## src/rtl/ripple_alu_pkg.sv

```systemverilog
`timescale 1ns/1ps
package ripple_alu_pkg;

   typedef enum logic [1:0] {
      SEL_AND  = 2'b00,
      SEL_OR   = 2'b01,
      SEL_ADD  = 2'b10,
      SEL_LESS = 2'b11
   } slice_sel_e;

   typedef struct packed {
      logic       inv_a;
      logic       neg_b;
      slice_sel_e sel;
   } alu_ctrl_t;

   localparam logic [3:0] OPC_AND = 4'b0000;
   localparam logic [3:0] OPC_OR  = 4'b0001;
   localparam logic [3:0] OPC_ADD = 4'b0010;
   localparam logic [3:0] OPC_SUB = 4'b0110;
   localparam logic [3:0] OPC_SLT = 4'b0111;
   localparam logic [3:0] OPC_NOR = 4'b1100;

endpackage

```

## src/rtl/alu_full_adder.sv

```systemverilog
`timescale 1ns/1ps
module alu_full_adder (
   input  logic x_i,
   input  logic y_i,
   input  logic c_i,
   output logic s_o,
   output logic c_o
);
   logic half;
   assign half = x_i ^ y_i;
   assign s_o  = half ^ c_i;
   assign c_o  = (x_i & y_i) | (c_i & half);
endmodule

```

## src/rtl/alu_bit_slice.sv

```systemverilog
`timescale 1ns/1ps
module alu_bit_slice
   import ripple_alu_pkg::*;
(
   input  logic       a_i,
   input  logic       b_i,
   input  logic       inv_a_i,
   input  logic       neg_b_i,
   input  logic       carry_i,
   input  logic       less_i,
   input  slice_sel_e sel_i,
   output logic       res_o,
   output logic       carry_o
);
   logic opa, opb, sum;

   assign opa = a_i ^ inv_a_i;
   assign opb = b_i ^ neg_b_i;

   alu_full_adder u_fa (
      .x_i (opa),
      .y_i (opb),
      .c_i (carry_i),
      .s_o (sum),
      .c_o (carry_o)
   );

   always_comb begin
      unique case (sel_i)
         SEL_AND:  res_o = opa & opb;
         SEL_OR:   res_o = opa | opb;
         SEL_ADD:  res_o = sum;
         default:  res_o = less_i;
      endcase
   end
endmodule

```

## src/rtl/alu_msb_slice.sv

```systemverilog
`timescale 1ns/1ps
module alu_msb_slice
   import ripple_alu_pkg::*;
(
   input  logic       a_i,
   input  logic       b_i,
   input  logic       inv_a_i,
   input  logic       neg_b_i,
   input  logic       carry_i,
   input  logic       less_i,
   input  slice_sel_e sel_i,
   output logic       res_o,
   output logic       carry_o,
   output logic       set_o,
   output logic       ovf_o
);
   logic opa, opb, sum;

   assign opa = a_i ^ inv_a_i;
   assign opb = b_i ^ neg_b_i;

   alu_full_adder u_fa (
      .x_i (opa),
      .y_i (opb),
      .c_i (carry_i),
      .s_o (sum),
      .c_o (carry_o)
   );

   // signed overflow: carry entering the top bit disagrees with carry leaving it
   assign ovf_o = carry_i ^ carry_o;
   // true sign of the difference: raw sign flipped when the difference wrapped
   assign set_o = sum ^ ovf_o;

   always_comb begin
      unique case (sel_i)
         SEL_AND:  res_o = opa & opb;
         SEL_OR:   res_o = opa | opb;
         SEL_ADD:  res_o = sum;
         default:  res_o = less_i;
      endcase
   end
endmodule

```

## src/rtl/alu_zero_detect.sv

```systemverilog
`timescale 1ns/1ps
module alu_zero_detect #(
   parameter int WIDTH = 32
) (
   input  logic [WIDTH-1:0] value_i,
   output logic             zero_o
);
   assign zero_o = ~(|value_i);
endmodule

```

## src/rtl/ripple_alu.sv

```systemverilog
`timescale 1ns/1ps
module ripple_alu
   import ripple_alu_pkg::*;
#(
   parameter  int WIDTH = 32,
   localparam int MSB   = WIDTH - 1
) (
   input  logic [3:0]       op_i,
   input  logic [WIDTH-1:0] a_i,
   input  logic [WIDTH-1:0] b_i,
   output logic [WIDTH-1:0] result_o,
   output logic             zero_o,
   output logic             carry_o,
   output logic             ovf_o
);
   if (WIDTH < 2) begin : g_width_bad
      $error("ripple_alu: WIDTH must be at least 2");
   end

   alu_ctrl_t ctrl;
   logic      slt_set, msb_carry, msb_ovf, arith;

   assign ctrl  = alu_ctrl_t'(op_i);
   assign arith = ctrl.sel[1];

   for (genvar i = 0; i < WIDTH; i++) begin : g_bit
      logic cin, cout, res, less;

      if (i == 0) begin : g_lsb_in
         assign cin  = ctrl.neg_b;
         assign less = slt_set;
      end else begin : g_mid_in
         assign cin  = g_bit[i-1].cout;
         assign less = 1'b0;
      end

      if (i == MSB) begin : g_top
         alu_msb_slice u_slice (
            .a_i     (a_i[i]),
            .b_i     (b_i[i]),
            .inv_a_i (ctrl.inv_a),
            .neg_b_i (ctrl.neg_b),
            .carry_i (cin),
            .less_i  (less),
            .sel_i   (ctrl.sel),
            .res_o   (res),
            .carry_o (cout),
            .set_o   (slt_set),
            .ovf_o   (msb_ovf)
         );
         assign msb_carry = cout;
      end else begin : g_plain
         alu_bit_slice u_slice (
            .a_i     (a_i[i]),
            .b_i     (b_i[i]),
            .inv_a_i (ctrl.inv_a),
            .neg_b_i (ctrl.neg_b),
            .carry_i (cin),
            .less_i  (less),
            .sel_i   (ctrl.sel),
            .res_o   (res),
            .carry_o (cout)
         );
      end

      assign result_o[i] = res;
   end

   alu_zero_detect #(.WIDTH(WIDTH)) u_zero (
      .value_i (result_o),
      .zero_o  (zero_o)
   );

   assign carry_o = arith & msb_carry;
   assign ovf_o   = arith & msb_ovf;
endmodule

```

## config.mk

```make
export PLATFORM = sky130hd
export DESIGN_NAME = ripple_alu
export DESIGN_NICKNAME = d
export VERILOG_FILES = /design/src/rtl/ripple_alu_pkg.sv /design/src/rtl/alu_full_adder.sv /design/src/rtl/alu_bit_slice.sv /design/src/rtl/alu_msb_slice.sv /design/src/rtl/alu_zero_detect.sv /design/src/rtl/ripple_alu.sv
export SDC_FILE = /design/constraint.sdc
export NUM_CORES = 1
export LEC_CHECK = 0
export BUFFER_PORTS_ARGS = -buffer_cell sky130_fd_sc_hd__buf_2
export CAP_MARGIN = 40
export CELL_PAD_IN_SITES_DETAIL_PLACEMENT = 1
export CELL_PAD_IN_SITES_GLOBAL_PLACEMENT = 1
export CORE_MARGIN = 2
export CORE_UTILIZATION = 37
export DETAILED_ROUTE_END_ITERATION = 10
export PLACE_DENSITY = 0.9
export SYNTH_ARGS = -nofsm -noshare
export SYNTH_HDL_FRONTEND = slang
export SYNTH_HIERARCHICAL = 1
export SYNTH_SLANG_ARGS = --single-unit
```

## constraint.sdc

```tcl
create_clock -name vclk -period 17.93
set_input_delay 0.8965 -clock vclk [all_inputs]
set_output_delay 0.8965 -clock vclk [all_outputs]
set_load 0.02 [all_outputs]
```

==> impl_metrics.env, run 1 <==
export IMPL_drtAntennaViolNets=0
export IMPL_seq_area_frac_synth=0
export IMPL_fmax_mhz=60.6
export IMPL_cp_start_kind="input pin"
export IMPL_port_buffers=103
export IMPL_start_util=0.375
export IMPL_min_period_ns=16.51
export IMPL_grt_pass1_vias=2834
export IMPL_grt_overflow_total=0
export IMPL_num_io_pins=103
export IMPL_cts_hold_fix_buffers=0
export IMPL_nClkBuffers=0
export IMPL_path_common_cell="fa_1"
export IMPL_placedCellCount=488
export IMPL_hp_start="b_i[29]"
export IMPL_synth_cell_area_mm2=0.00251
export IMPL_critPathMaxStageDelay_ns=0.45
export IMPL_worstPathMaxFanout=32
export IMPL_register_area_um2=0
export IMPL_dieWidth_um=86.3
export IMPL_path_class="in2out"
export IMPL_drt_iter0_drc=68
export IMPL_dp_hpwl_um=6760
export IMPL_slew_violations=0
export IMPL_die_area_mm2=0.00745
export IMPL_grt_max_degree=65
export IMPL_grt_use_total=0.218
export IMPL_fp_dieH_um=86.3
export IMPL_cts_resized=0
export IMPL_final_common_cell="buf_2"
export IMPL_finalHoldViolations=0
export IMPL_layout_drive_gt1_share=0.262
export IMPL_antenna_cells=0
export IMPL_yosys_warnings=6
export IMPL_period_share=0.921
export IMPL_hold_depth=5
export IMPL_avgViaCountPerCell=5.27
export IMPL_worst_pin_slew_ns=0.849
export IMPL_antenna_found_initial=0
export IMPL_wl_per_cell_um=16.6
export IMPL_maxCapViolCount=0
export IMPL_place_congestion=0.860
export IMPL_layout_common_cells="buf_2, xor2_1"
export IMPL_wl_um=8130
export IMPL_hold_end="result_o[29]"
export IMPL_synth_distinct_cells=14
export IMPL_hp_class="in2out"
export IMPL_synth_cells=304
export IMPL_critPathSlowestCell="fa_1"
export IMPL_seq_cells=0
export IMPL_rsz0062_at_grt="false"
export IMPL_core_area_mm2=0.00668
export IMPL_setup_tns_ns=0
export IMPL_power_leakage_nw=1.55
export IMPL_slew_headroom=0.434
export IMPL_rows=30
export IMPL_cts_setup_buffers=0
export IMPL_vias=2573
export IMPL_ir_worst_vdd_mv=0.0220
export IMPL_status="complete, no violations"
export IMPL_arrival_ns=15.62
export IMPL_worstPathRequired_ns=17.03
export IMPL_fill_cells=893
export IMPL_finalNetCount=510
export IMPL_areaGrowthSynthToFinish_pct=20.3
export IMPL_fin_cells=488
export IMPL_power_density_mw_per_mm2=51.2
export IMPL_utilization=0.452
export IMPL_cp_end_kind="output pin"
export IMPL_postSynthAreaPerCell_um2=8.25
export IMPL_setup_viol=0
export IMPL_firstDrtPassIters=4
export IMPL_drc=0
export IMPL_grt_pass1_wl_um=13100
-- through the flow --
step / setup slack, ns / cell area (µm²) / power [W] / hold slack (ns)
3_3_place_gp: 1.90 / 3020 / 0.000145 / 2.37
3_5_place_dp: 1.39 / 3020 / 0.000154 / 2.39
6_report: 1.42 / 3020 / 0.000154 / 2.40
5_1_grt: 0.923 / 3020 / 0.000171 / 2.44
2_1_floorplan: 2.50 / 2620 / 0.000117 / 1.98
4_1_cts: 1.35 / 3020 / 0.000155 / 2.40
-- report_power, final --
group          leakage, nW  switching [W]  internal, W
sequential               0              0            0
clock                    0              0            0
combinational         1.55      0.0000952    0.0000592
-- worst max path at each step --
stage / end / depth (start not counted) / slack [ns] / startpoint
2_1_floorplan: zero_o / 40 / 2.50 / op_i[3]
3_3_place_gp: zero_o / 42 / 1.90 / op_i[3]
3_5_place_dp: zero_o / 42 / 1.39 / op_i[2]
4_1_cts: zero_o / 42 / 1.35 / op_i[2]
5_1_grt: zero_o / 42 / 0.92 / op_i[3]
6_report: zero_o / 42 / 1.42 / op_i[2]
-- cells in the mapped netlist --
cell type	count	area share
nor4_2	1	0.0050
nand4_1	2	0.0050
o22ai_1	32	0.080
inv_1	32	0.048
buf_4	32	0.096
xor2_1	66	0.23
o21ai_0	32	0.064
a21oi_1	32	0.064
nor4_1	7	0.017
mux2i_1	32	0.13
conb_1	1	0.0015
and2_1	2	0.0050
nor2_1	1	0.0015
fa_1	32	0.26
-- routing by layer --
metal  up-vias  GRT usage  share of wire
li1       1212          -              -
met2        86      0.442           0.56
met1      1255      0.243           0.37
met5         -          0              0
met3        20     0.0124          0.041
met4         0     0.0511          0.025
-- critical path: cells and delay by family --
family	cells	cell delay, ns
buf+inv	3	0.57
simple gates	3	0.53
compound gates	1	0.15
fa+ha+maj	32	12.91
xor+xnor	2	0.36
mux	1	0.18
-- cells by family after synthesis --
family / count (synthesis) / synth area share
other: 1 / 0.00149
adder cells (fa/ha/maj): 32 / 0.255
multiplexers: 32 / 0.128
AO/OA/AOI/OAI: 96 / 0.207
buffers and inverters: 64 / 0.144
AND/OR/NAND/NOR: 13 / 0.0339
XOR/XNOR: 66 / 0.230
-- layout make-up --
cell class	instances	area, µm²	share of cell area
inverters	32	120	0.0398
repair buffers	106	538	0.178
well taps	80	100	0.0332
multi-input cells	270	2260	0.749
(Power assumes the default switching activity.)
==> run 2: changes to the inputs <==
--- a/config.mk
+++ b/config.mk
@@ -8,11 +8,11 @@
 export BUFFER_PORTS_ARGS = -buffer_cell sky130_fd_sc_hd__buf_2
 export CAP_MARGIN = 40
 export CELL_PAD_IN_SITES_DETAIL_PLACEMENT = 1
-export CELL_PAD_IN_SITES_GLOBAL_PLACEMENT = 1
+export CELL_PAD_IN_SITES_GLOBAL_PLACEMENT = 2
 export CORE_MARGIN = 2
-export CORE_UTILIZATION = 37
+export CORE_UTILIZATION = 28
 export DETAILED_ROUTE_END_ITERATION = 10
-export PLACE_DENSITY = 0.9
+export PLACE_DENSITY = 0.89
 export SYNTH_ARGS = -nofsm -noshare
 export SYNTH_HDL_FRONTEND = slang
 export SYNTH_HIERARCHICAL = 1
==> run 2 against run 1 <==
Compared with the run above:
- die area increased by 31%
- design area increased by 1.2%
- global-route usage decreased by 5.6 points
- worst setup slack got worse by 0.14 ns
- sequential share of layout area did not move
- fmax shrank 0.81%
- critical path depth stayed put
- flip-flop and latch count did not move
- clock-buffer cell count did not move
- combinational power about the same
- power decreased by 1.7%
- critical path type unchanged
- critical endpoint unchanged
- largest power group unchanged
- highest routed layer is now met5
==> impl_metrics.env, run 2 (synthesis gave the netlist of run 1 again) <==
export IMPL_cp_start_kind="input pin"
export IMPL_status="complete, no violations"
export IMPL_hp_class="in2out"
export IMPL_path_class="in2out"
export IMPL_hold_end="result_o[28]"
export IMPL_antenna_found_initial=1
export IMPL_hp_start="b_i[28]"
export IMPL_core_area_mm2=0.00872
export IMPL_seq_power_share=0
export IMPL_rows=34
export IMPL_min_period_ns=16.65
export IMPL_p_int_w=0.0000590
export IMPL_start_util=0.288
export IMPL_setup_tns_ns=0
export IMPL_place_congestion=0.788
export IMPL_cts_resized=0
export IMPL_grt_pass1_wl_um=12900
export IMPL_firstDrtPassIters=4
export IMPL_port_buffers=103
export IMPL_fmax_mhz=60.1
export IMPL_num_io_pins=103
export IMPL_crit_buf_inv=2
export IMPL_critPathSlowestCell="fa_1"
export IMPL_cp_top_family="adder cells"
export IMPL_grt_overflow_total=0
export IMPL_cp_end_kind="output pin"
export IMPL_p_clk_frac=0
export IMPL_path_common_cell="fa_1"
export IMPL_drtAntennaViolNets=0
export IMPL_final_common_cell="buf_2"
export IMPL_grt_use_total=0.161
export IMPL_register_area_um2=0
export IMPL_grtUsageMet1=0.199
export IMPL_grt_pass1_vias=2720
export IMPL_maxCapViolCount=0
export IMPL_placedCellCount=516
export IMPL_dieWidth_um=98.7
export IMPL_rsz0062_at_grt="false"
export IMPL_comb_power_share=1.000
export IMPL_die_area_mm2=0.00973
export IMPL_antenna_cells=0
export IMPL_finalHoldViolations=0
export IMPL_finalNetCount=510
export IMPL_vias=2527
export IMPL_grt_max_degree=65
export IMPL_use_met2=0.317
export IMPL_worstPathMaxFanout=13
export IMPL_power_density_mw_per_mm2=49.7
export IMPL_layout_drive_gt1_share=0.262
export IMPL_slew_violations=0
export IMPL_cts_hold_fix_buffers=0
export IMPL_avgViaCountPerCell=4.90
export IMPL_worst_pin_slew_ns=0.872
export IMPL_drc=0
export IMPL_seq_cells=0
export IMPL_power_leakage_nw=1.55
export IMPL_hold_depth=5
export IMPL_slew_headroom=0.419
export IMPL_sw_frac_of_total=0.611
export IMPL_ir_worst_vdd_mv=0.0219
export IMPL_dp_hpwl_um=6630
export IMPL_arrival_ns=15.75
export IMPL_setup_viol=0
export IMPL_critPathMaxStageDelay_ns=0.43
export IMPL_layout_common_cells="buf_2, xor2_1"
export IMPL_nClkBuffers=0
export IMPL_cts_setup_buffers=0
export IMPL_areaGrowthSynthToFinish_pct=21.7
export IMPL_wl_um=8060
export IMPL_fp_dieH_um=98.7
export IMPL_worstPathRequired_ns=17.03
export IMPL_period_share=0.929
export IMPL_grt_busiest_layer="met2"
export IMPL_netSwitchingPower_w=0.0000928
export IMPL_wl_per_cell_um=15.6
export IMPL_drt_iter0_drc=73
export IMPL_met3_usage=0.0177
export IMPL_fin_cells=516
[run 2: cell counts in the layout (fill, tap and decap cells not counted)]
Identical to the previous run, type by type.
[run 2: worst max-delay path by stage]
stage / from / to / slack (ns) / depth (start not counted)
5_1_grt: op_i[2] / zero_o / 0.79 / 42
2_1_floorplan: op_i[3] / zero_o / 2.50 / 40
6_report: op_i[2] / zero_o / 1.28 / 42
3_3_place_gp: op_i[2] / zero_o / 1.63 / 42
3_5_place_dp: op_i[2] / zero_o / 1.30 / 42
4_1_cts: op_i[2] / zero_o / 1.23 / 42
[run 2: power by group through the flow]
stage	clock network, W	logic (W)	registers, W
floorplan	0	0.000117	0
finish	0	0.000152	0
global placement	0	0.000147	0
detailed placement	0	0.000153	0
global route	0	0.000169	0
CTS	0	0.000154	0
[run 2: final cells by class]
type | count | area, µm²
Inverter | 32 | 120
Multi-Input combinational cell | 270 | 2260
Timing Repair Buffer | 106 | 538
Tap cell | 108 | 135
Fill cell | 1112 | 5670
[run 2: per-layer routing]
metal / vias to the layer above / routed length, µm
li1: 1209 / -
met1: 1242 / 3340
met2: 70 / 4260
met3: 4 / 424
met4: 2 / 17
met5: - / 13
[run 2: stage by stage]
| stage | cell area (µm²) | hold slack [ns] | total power (W) | utilization | setup WS (ns) |
|---|---|---|---|---|---|
| 4_1_cts | 3050 | 2.39 | 0.000154 | 0.350 | 1.23 |
| 2_1_floorplan | 2620 | 1.98 | 0.000117 | - | 2.50 |
| 3_3_place_gp | 3050 | 2.38 | 0.000147 | 0.350 | 1.63 |
| 3_5_place_dp | 3050 | 2.39 | 0.000153 | 0.350 | 1.30 |
| 6_report | 3050 | 2.39 | 0.000152 | 0.350 | 1.28 |
| 5_1_grt | 3050 | 2.44 | 0.000169 | 0.350 | 0.787 |
